==> config.mk <==
export PLATFORM = sky130hd
export DESIGN_NAME = ts_cluster_unpack
export DESIGN_NICKNAME = d
export VERILOG_FILES = /design/src/rtl/ts_unpack_pkg.sv /design/src/rtl/ts_unpack_deint.sv /design/src/rtl/ts_unpack_gap.sv /design/src/rtl/ts_cluster_unpack.sv
export SDC_FILE = /design/constraint.sdc
export NUM_CORES = 1
export LEC_CHECK = 0
export ABC_CLOCK_PERIOD_IN_PS = 11200
export BUFFER_PORTS_ARGS = -buffer_cell sky130_fd_sc_hd__buf_2
export CAP_MARGIN = 15
export CORE_MARGIN = 2
export CORE_UTILIZATION = 66
export DETAILED_ROUTE_END_ITERATION = 6
export PLACE_DENSITY = 0.86
export SLEW_MARGIN = 15
export SYNTH_ARGS = -nofsm -noshare
export SYNTH_HDL_FRONTEND = slang
export SYNTH_SLANG_ARGS = --single-unit
==> constraint.sdc <==
create_clock -name clk_i -period 11.2 [get_ports clk_i]
set_input_delay 0.56 -clock clk_i [delete_from_list [all_inputs] [get_ports clk_i]]
set_output_delay 0.56 -clock clk_i [all_outputs]
set_load 0.01 [all_outputs]
==> src/rtl/ts_unpack_pkg.sv <==
package ts_unpack_pkg;
  typedef enum logic [2:0] {
    ST_IDLE,
    ST_TS,
    ST_PAD,
    ST_EVT,
    ST_SUB
  } st_e;

  // log2 of samples per event; code 3 aliases the four-sample mode
  function automatic logic [1:0] lg_spe(input logic [1:0] m);
    return (m == 2'd3) ? 2'd2 : m;
  endfunction
endpackage

==> src/rtl/ts_unpack_deint.sv <==
module ts_unpack_deint #(
  parameter int SMP_W  = 16,
  parameter int MAX_LG = 2
) (
  input  logic [SMP_W-1:0] ev_i,
  input  logic [1:0]       lg_i,
  input  logic [1:0]       sub_i,
  output logic [SMP_W-1:0] smp_o
);
  localparam int N_MODES = MAX_LG + 1;

  logic [SMP_W-1:0] by_mode [N_MODES];

  for (genvar m = 0; m < N_MODES; m++) begin : g_mode
    localparam int S  = 1 << m;
    localparam int CH = SMP_W >> m;
    logic [SMP_W-1:0] cand [S];
    for (genvar k = 0; k < S; k++) begin : g_sub
      for (genvar l = 0; l < SMP_W; l++) begin : g_bit
        if (l < CH) begin : g_live
          assign cand[k][l] = ev_i[l*S+k];
        end else begin : g_zero
          assign cand[k][l] = 1'b0;
        end
      end
    end
    if (m == 0) begin : g_one
      assign by_mode[m] = cand[0];
    end else begin : g_many
      assign by_mode[m] = cand[sub_i[m-1:0]];
    end
  end

  always_comb begin
    smp_o = '0;
    for (int m = 0; m < N_MODES; m++) begin
      if (lg_i == 2'(m)) smp_o = by_mode[m];
    end
  end
endmodule

==> src/rtl/ts_unpack_gap.sv <==
module ts_unpack_gap #(
  parameter int TS_W   = 16,
  parameter int EVENTS = 7,
  parameter int PAD_W  = TS_W + 2
) (
  input  logic [TS_W-1:0]  ts_i,
  input  logic [TS_W-1:0]  last_ts_i,
  input  logic             first_i,
  input  logic [1:0]       lg_i,
  output logic [PAD_W-1:0] pad_o
);
  logic [TS_W-1:0] diff;
  logic [TS_W-1:0] excess;

  always_comb begin
    diff   = first_i ? TS_W'(1) : ts_i - last_ts_i;
    excess = (diff > TS_W'(EVENTS)) ? diff - TS_W'(EVENTS) : '0;
    pad_o  = PAD_W'(excess) << lg_i;
  end
endmodule

==> src/rtl/ts_cluster_unpack.sv <==
module ts_cluster_unpack
  import ts_unpack_pkg::*;
#(
  parameter int CLUSTERS = 64,
  parameter int EVENTS   = 7,
  parameter int CHUNK_W  = 16
) (
  input  logic               clk_i,
  input  logic               rst_ni,
  input  logic               start_i,
  input  logic [1:0]         mode_i,
  input  logic [15:0]        limit_i,
  input  logic [CHUNK_W-1:0] num_chunks_i,
  input  logic [15:0]        word_i,
  input  logic               word_valid_i,
  output logic               word_ready_o,
  output logic [15:0]        smp_o,
  output logic               smp_valid_o,
  input  logic               smp_ready_i,
  output logic               done_o
);
  localparam int SMP_W  = 16;
  localparam int MAX_LG = 2;
  localparam int PAD_W  = SMP_W + MAX_LG;
  localparam int CL_W   = $clog2(CLUSTERS);
  localparam int EV_W   = $clog2(EVENTS);

  st_e                st_q;
  logic [1:0]         lg_q;
  logic [SMP_W-1:0]   limit_q;
  logic [CHUNK_W-1:0] nchunk_q, chunk_q;
  logic [CL_W-1:0]    clus_q;
  logic [EV_W-1:0]    evt_q;
  logic [1:0]         sub_q;
  logic [SMP_W-1:0]   last_ts_q;
  logic               first_q, drop_q, done_q;
  logic [PAD_W-1:0]   pad_q, pad_w;
  logic [SMP_W-1:0]   ev_q, last_smp_q, deint_w;

  logic [1:0]   spe_m1;
  logic [CHUNK_W:0] chunk_nx;
  logic final_chunk, drop_now, in_fire, out_fire, evt_done, evt_last, clus_last;

  ts_unpack_deint #(.SMP_W(SMP_W), .MAX_LG(MAX_LG)) u_deint (
    .ev_i (ev_q),
    .lg_i (lg_q),
    .sub_i(sub_q),
    .smp_o(deint_w)
  );

  ts_unpack_gap #(.TS_W(SMP_W), .EVENTS(EVENTS), .PAD_W(PAD_W)) u_gap (
    .ts_i     (word_i),
    .last_ts_i(last_ts_q),
    .first_i  (first_q),
    .lg_i     (lg_q),
    .pad_o    (pad_w)
  );

  always_comb begin
    case (lg_q)
      2'd0:    spe_m1 = 2'd0;
      2'd1:    spe_m1 = 2'd1;
      default: spe_m1 = 2'd3;
    endcase
  end

  assign word_ready_o = (st_q == ST_TS) || (st_q == ST_EVT);
  assign smp_valid_o  = (st_q == ST_PAD) || (st_q == ST_SUB);
  assign smp_o        = (st_q == ST_PAD) ? last_smp_q : deint_w;
  assign done_o       = done_q;

  assign in_fire     = word_valid_i && word_ready_o;
  assign out_fire    = smp_valid_o && smp_ready_i;
  assign chunk_nx    = {1'b0, chunk_q} + (CHUNK_W+1)'(1);
  assign final_chunk = chunk_nx >= {1'b0, nchunk_q};
  assign drop_now    = final_chunk && (limit_q != '0) && (word_i > limit_q);
  assign evt_last    = evt_q == EV_W'(EVENTS - 1);
  assign clus_last   = clus_q == CL_W'(CLUSTERS - 1);
  assign evt_done    = ((st_q == ST_EVT) && in_fire && drop_q) ||
                       ((st_q == ST_SUB) && out_fire && (sub_q == spe_m1));

  always_ff @(posedge clk_i or negedge rst_ni) begin
    if (!rst_ni) begin
      st_q       <= ST_IDLE;
      lg_q       <= '0;
      limit_q    <= '0;
      nchunk_q   <= '0;
      chunk_q    <= '0;
      clus_q     <= '0;
      evt_q      <= '0;
      sub_q      <= '0;
      last_ts_q  <= '0;
      first_q    <= 1'b0;
      drop_q     <= 1'b0;
      done_q     <= 1'b0;
      pad_q      <= '0;
      ev_q       <= '0;
      last_smp_q <= '0;
    end else begin
      done_q <= 1'b0;
      case (st_q)
        ST_IDLE: if (start_i) begin
          lg_q       <= lg_spe(mode_i);
          limit_q    <= limit_i;
          nchunk_q   <= num_chunks_i;
          chunk_q    <= '0;
          clus_q     <= '0;
          first_q    <= 1'b1;
          drop_q     <= 1'b0;
          last_smp_q <= '0;
          st_q       <= ST_TS;
        end
        ST_TS: if (in_fire) begin
          evt_q     <= '0;
          first_q   <= 1'b0;
          last_ts_q <= word_i;
          if (drop_q || drop_now) begin
            drop_q <= 1'b1;
            st_q   <= ST_EVT;
          end else if (pad_w != '0) begin
            pad_q <= pad_w;
            st_q  <= ST_PAD;
          end else begin
            st_q <= ST_EVT;
          end
        end
        ST_PAD: if (out_fire) begin
          pad_q <= pad_q - PAD_W'(1);
          if (pad_q == PAD_W'(1)) st_q <= ST_EVT;
        end
        ST_EVT: if (in_fire && !drop_q) begin
          ev_q  <= word_i;
          sub_q <= '0;
          st_q  <= ST_SUB;
        end
        ST_SUB: if (out_fire) begin
          last_smp_q <= smp_o;
          if (sub_q != spe_m1) sub_q <= sub_q + 2'd1;
        end
        default: st_q <= ST_IDLE;
      endcase

      if (evt_done) begin
        if (!evt_last) begin
          evt_q <= evt_q + EV_W'(1);
          st_q  <= ST_EVT;
        end else if (!clus_last) begin
          clus_q <= clus_q + CL_W'(1);
          st_q   <= ST_TS;
        end else begin
          clus_q <= '0;
          drop_q <= 1'b0;
          if (final_chunk) begin
            st_q   <= ST_IDLE;
            done_q <= 1'b1;
          end else begin
            chunk_q <= chunk_q + CHUNK_W'(1);
            st_q    <= ST_TS;
          end
        end
      end
    end
  end

  // a stalled sample is held
  a_r9_hold_stable: assert property (@(posedge clk_i) disable iff (!rst_ni)
    smp_valid_o && !smp_ready_i |=> smp_valid_o && $stable(smp_o));

  // input and output sides never open together
  a_r9_one_side: assert property (@(posedge clk_i) disable iff (!rst_ni)
    !(word_ready_o && smp_valid_o));

  // done lasts one cycle
  a_r10_done_pulse: assert property (@(posedge clk_i) disable iff (!rst_ni)
    done_o |=> !done_o);

  // idle once done
  a_r10_quiet_after_done: assert property (@(posedge clk_i) disable iff (!rst_ni)
    done_o |-> !word_ready_o && !smp_valid_o);

  // two-sample mode keeps upper byte clear
  a_r4_zero_ext: assert property (@(posedge clk_i) disable iff (!rst_ni)
    smp_valid_o && (lg_q == 2'd1) |-> smp_o[15:8] == 8'h00);

  // four-sample mode keeps upper bits clear
  a_r5_zero_ext: assert property (@(posedge clk_i) disable iff (!rst_ni)
    smp_valid_o && (lg_q == 2'd2) |-> smp_o[15:4] == 12'h000);
endmodule

Word-level counts from Yosys, hierarchy flattened
Index checks and enable logic that the tools add are counted.

storage, ports and cells
  output and inout port bits = 19
  bits of input ports = 55
  word-level logic and storage cells = 154
  flip-flop bits (word level) = 133

operators by class
  shift-type cells = 1
  multiplexer cells = 67
  $lt $le $gt $ge = 5
  reductions and logical operators = 30
  $add $sub $neg = 8
  bitwise logic cells = 2
  eq/ne operators = 26

operators with widths
  operator               number
  $mux 16                18
  $mux 18                4
  $pmux 18 s2            1
  $bmux 16 s2            1
  $pmux 16 s2            1
  $mux 3                 10
  $mux 6                 5
  $eq 18x1->1 const B    1
  $reduce_bool 18->1     1
  $shl 16x2->18          1
  $sub 18x1->18 const B  1
  $add 16x1->17 const B  1
  $ge 17x16->1           1
  $add 16x1->16 const B  1
  $gt 16x16->1           1
  $gt 16x3->1 const B    1
  $mux 1                 16
  $reduce_bool 16->1     1
  $sub 16x16->16         1
  $sub 16x3->16 const B  1
  $pmux 3 s5             1
  $ne 2x2->1 const B     6
  $mux 2                 5
  $logic_and 1x1->1      9
  other kinds (31)       50

Longest topological paths before layout
  depth in word-level cells = 11
  mapped depth = 21
  gate-level depth less buffers = 19

Hierarchy
From an unflattened synthesis, not the netlist that was laid out.

second synthesis, totals
  cells, all modules = 1214
  area, all modules = 9625.5 µm²

modules (own cells, without submodules)
  module             area each (µm²)  times used  cells an instance  seq. area each (µm²)
  ts_cluster_unpack  7185.6           1           860                3328.2
  ts_unpack_gap      2037.0           1           301                0.0
  ts_unpack_deint    402.9            1           53                 0.0

Least setup slack after synthesis
Ideal clock, no wire load.

  path kind = in2reg
  from = input word_i[0]
  to = register pad_q[15]
  setup time = 0.144 ns
  stages = 18
  slack = 6.823 ns
  data arrival time = 4.233 ns
  path buffers = 2
  data required time = 11.056 ns
  cells stage by stage = inv_1 -> ha_1 -> fa_1 -> nand2b_1 -> a21boi_1 -> o21ai_1 -> a41oi_4 -> a21oi_4 -> o41a_1 -> a211o_1 -> a2111oi_2 -> nor3_1 -> o31a_1 -> o211ai_2 -> and2_1 -> buf_6 -> buf_6 -> o211ai_2

on the way
  word-level cells in the longest chain between the ends = 9
  elaborated cells between the ends (all ways) = 17
  classes of those cells = add/sub: 2; order compare: 2; eq/ne: 2; shift: 1; mux: 6; reduce/logical: 4

ends and longest elaborated chain
  what                                                    line                      text
  start, declared                                         ts_cluster_unpack.sv:14   input logic [15:0] word_i,
  branches (longest 9 deep; another with $sub 16x16->16)  --
  end signal, assigned                                    ts_cluster_unpack.sv:121  pad_q <= pad_w;
  end signal, assigned                                    ts_cluster_unpack.sv:128  pad_q <= pad_q - PAD_W'(1);
  end, declared                                           ts_cluster_unpack.sv:37   logic [PAD_W-1:0] pad_q, pad_w;

Several ways; the timed one is not identified. The select of a mux whose other input is x is not followed.
A chain may end at the register's enable or synchronous reset.

Worst setup path in the final report
  from = register last_ts_q[0]
  to = register pad_q[3]

on the way
  word-level cells in the longest chain between the ends = 9
  elaborated cells between the ends (all ways) = 13
  classes of those cells = add/sub: 2; order compare: 1; eq/ne: 1; shift: 1; mux: 6; reduce/logical: 2

ends and longest elaborated chain
  what                                                        line                      text
  start, declared                                             ts_cluster_unpack.sv:35   logic [SMP_W-1:0] last_ts_q;
  start signal, assigned                                      ts_cluster_unpack.sv:116  last_ts_q <= word_i;
  $sub 16x16->16 (*)                                          ts_unpack_gap.sv:16       diff = first_i ? TS_W'(1) : ts_i - last_ts_i;
  $mux 16 (*)                                                 ts_unpack_gap.sv:16
  $sub 16x3->16 or $gt 16x3->1 (tied branches)                ts_unpack_gap.sv:17       excess = (diff > TS_W'(EVENTS)) ? diff - TS_W'(EVENTS) : '0;
  $mux 16 (*)                                                 ts_unpack_gap.sv:17
  $shl 16x2->18 (*)                                           ts_unpack_gap.sv:18       pad_o = PAD_W'(excess) << lg_i;
  branches (longest 4 deep; another with $reduce_bool 18->1)  --

Every way passes the cells marked *. The select of a mux whose other input is x is not followed.

==> key figures <==
Run status
  • Status: finished, final reports clean

Worst setup path
  • Crit end category: flop
  • Crit path top cell by count: a211o_1
  • Cell chain of the critical path: ha_1 -> fa_1 -> nand2b_1 -> a21bo_2 -> a211o_1 -> a21o_1 -> a21oi_2 -> nor3_1 -> a2111oi_0 -> a211o_1 -> nor4b_1 -> o221ai_1 -> o211ai_2 -> and2_1 -> o211ai_1
  • Crit path DAT: 5.85 ns
  • CP required: roughly 11 ns
  • Crit path max fanout: 20
  • Startpoint types: flop
  • CP max stage delay: 0.77 ns
  • CP max-delay cell: and2_1
  • CP Class: reg -> reg
  • R2R depth: 15

CTS
  • Post-CTS Repair Setup Buffers: 0
  • TritonCTS Buffers: 17
  • CTS Hold Bufs: 0
  • CTS tree: done
  • Root Driver: clkbuf_16
  • Worst skew pair latency: around 0.43 ns
  • Clock Pin Slew Worst Setup and Hold Paths: around 0.060 ns
  • Sink Count: roughly 130
  • Post-CTS sizing: 0
  • Clock tree buffer depth: 2
  • H-tree levels: 4

Power and ir drop
  • Pwr Density: 314.6 nW/µm²
  • Switch Pwr: between 1500 and 2000 µW
  • Internal power: ~1800 µW
  • Lkg Pwr: 0.004951 µW
  • Maximum VDD drop: roughly 180 µV
  • Clock power share: 0.162
  • Gate power share: 0.596
  • Sequential share of power: 0.242
  • Sw frac: 0.4713

GRT
  • GRT Overall Usage: 0.3290
  • Initial antenna violation count: 0
  • Vias in the first global route: approximately 8,600
  • First-pass GRT wire length: 41.81 mm
  • Grt total ovfl: 0
  • Largest net degree at the start of global routing: 70

STA
  • Slew headroom: 0.2750
  • Final Setup Violations: 0
  • Setup TNS: 0 ns
  • RSZ-0062 raised after global routing: false
  • F_max: 179.3 MHz
  • Final period utilization: 0.4979
  • Hold_ws: 0.1294 ns
  • Slew of the pin with the lowest slew margin: ~1.1 ns
  • Final clock skew: around 0.0089 ns
  • Final hold violations: 0
  • Tmin final: 5.576 ns
  • Pins Over Slew Limit: 0

Floorplanning
  • Row cnt: between 40 and 50
  • Io pins: 74
  • Chip Width: ~120 µm
  • Core box area: between 10,000 and 15,000 µm²
  • Starting Density: 0.6683
  • Die height: ~120 µm
  • Overall die area: about 16,000 µm²

Routing
  • Antenna Violating Nets Remaining: 0
  • Initial DRC Count: approximately 880
  • Vias/cell: approximately 6.6
  • Vias: about 8,900
  • Post-DR wirelength/cell: between 15 and 20 µm
  • 1st-pass router iterations: 5
  • DRC Markers: 0
  • WL final: approximately 26 mm

Placement
  • Port bufs: 73
  • Final RePlAce weighted congestion: around 1
  • Dpl hpwl: roughly 18 mm
  • DP Area: 10,050 µm²

Synthesis
  • Syn_area_per_cell: between 8 and 9 µm²
  • Fraction of the yosys area taken by sequential cells: 0.3466
  • Asr flop ratio synth: 1.000
  • Top-area cell type share of the netlist area: 0.3466
  • EDFF count, synth: 0
  • Dominant cells by area after synthesis: dfrtp_1, ha_1, mux2_2
  • Yosys reg bits: between 100 and 150
  • Cells after synthesis: roughly 1,100
  • Netlist cell types: 86
  • Mapped cell area: ~9600 µm²
  • Ys Warns: 0
  • Mapped Nets: 1,208
  • Area leader, netlist: dfrtp_1
  • Main flop type after synthesis: dfrtp_1

Finish
  • Ant diodes: 0
  • Final net count: about 1,300
  • Share of layout cells above drive strength 1: 0.1853
  • Area grow syn2layout: 10.63%
  • Design area: between 10,000 and 15,000 µm²

Min path
  • Min-Delay Path Class: in -> async

Job
  • Max Cap Viol: 0
worst paths after layout:
kind	slack (ns)	to	from
worst max-delay path	5.62	pad_q[3]	last_ts_q[0]
worst min-delay path	0.13	last_ts_q[0]	rst_ni
worst max register to register	5.62	pad_q[3]	last_ts_q[0]
worst min register to register	0.47	clus_q[5]	clus_q[5]
max in group asynchronous	9.78	last_smp_q[6]	rst_ni
min in group clk_i	0.36	limit_q[7]	limit_i[7]
cell usage after synthesis (9+ instances only):
cell type and count:
nand4_1 11, clkbuf_1 39, or3_1 9, o21ai_0 65, nand2b_1 14, nand2_1 122
and3_1 12, dfrtp_1 133, mux2i_1 20, nor2b_1 15, xor2_1 15, mux2_2 52
a21oi_1 63, xnor2_1 14, a211oi_1 10, inv_1 66, a31oi_1 14, ha_1 54
o211ai_2 9, nand3_1 91, nor2_1 62, nor4_1 12, o211ai_1 11, a21o_1 12
nor3_1 18
stage by stage:
stage	cells	setup WS [ns]	power (µW)	utilization
after detailed placement	1312	5.385	2732	0.6998
after global routing	1344	5.323	3557	0.7394
final	1344	5.624	3342	0.7394
after floorplan	1098	6.823	2283	-
after global placement	1312	5.530	2674	0.6998
after CTS	1344	5.715	3296	0.7393
layer usage:
metal  share of wire  up-vias  GRT usage
met2            0.48      488     0.5500
met3           0.079       84    0.05842
met1            0.41     4245     0.4267
met5               0        -          0
met4           0.033        0     0.1302
li1                -     4117          -
flip-flops by register name, indices dropped and copies added, names as in the netlist:
| signal | count |
|---|---|
| drop_q | 1 |
| chunk_q | 16 |
| sub_q | 2 |
| clus_q | 6 |
| lg_q | 2 |
| nchunk_q | 16 |
| last_smp_q | 16 |
| pad_q | 18 |
| first_q | 1 |
| st_q | 3 |
| ev_q | 16 |
| evt_q | 3 |
| last_ts_q | 16 |
| limit_q | 16 |
| done_o | 1 |
logic make-up (layout without fill, tap and decap cells):
group | count (synthesis) | count (layout) | synth area share
buffers and inverters | 121 | 183 | 0.05147
flip-flops | 133 | 133 | 0.3466
multiplexers | 74 | 74 | 0.08651
AND/OR/NAND/NOR | 400 | 400 | 0.2061
adder cells (fa/ha/maj) | 55 | 55 | 0.07244
AO/OA/AOI/OAI | 284 | 284 | 0.2070
XOR/XNOR | 31 | 31 | 0.02984
cell type report:
cell class,instances,area [µm²]
clock inverter,14,128.9
inverter,67,251.5
timing repair buffer,84,454.2
tap,184,230.2
multi-input combinational,844,5792
clock buffer,18,439.2
sequential,133,3328
fill,995,3745
power groups by stage:
stage	clock network, µW	registers (µW)	logic (µW)
floorplan	0	753	1530
global placement	0	799	1880
detailed placement	0	808	1920
CTS	540	804	1950
global route	560	830	2170
finish	540	809	1990
placed cells by master, fill, tap and decap left out, types with 17 or more instances in the layout:
cell type  Yosys  routed
nor3_1        18      17
nand3_1       91      90
ha_1          54      54
dfrtp_1      133     133
clkbuf_16      0      17
buf_2          5      72
mux2i_1       20      20
inv_1         66      66
mux2_2        52      52
nand2_1      122     122
o21ai_0       65      65
a21oi_1       63      63
nor2_1        62      62
worst max-delay path, delay by kind of cell, from the launching register on:
kind / cells / cell delay [ns]
and+or+nand+nor: 4 / 1.36
DFF: 1 / 0.39
adders and majority gates: 2 / 0.65
AOI/OAI and AO/OA: 9 / 3.01
(Power assumes the default switching activity.)
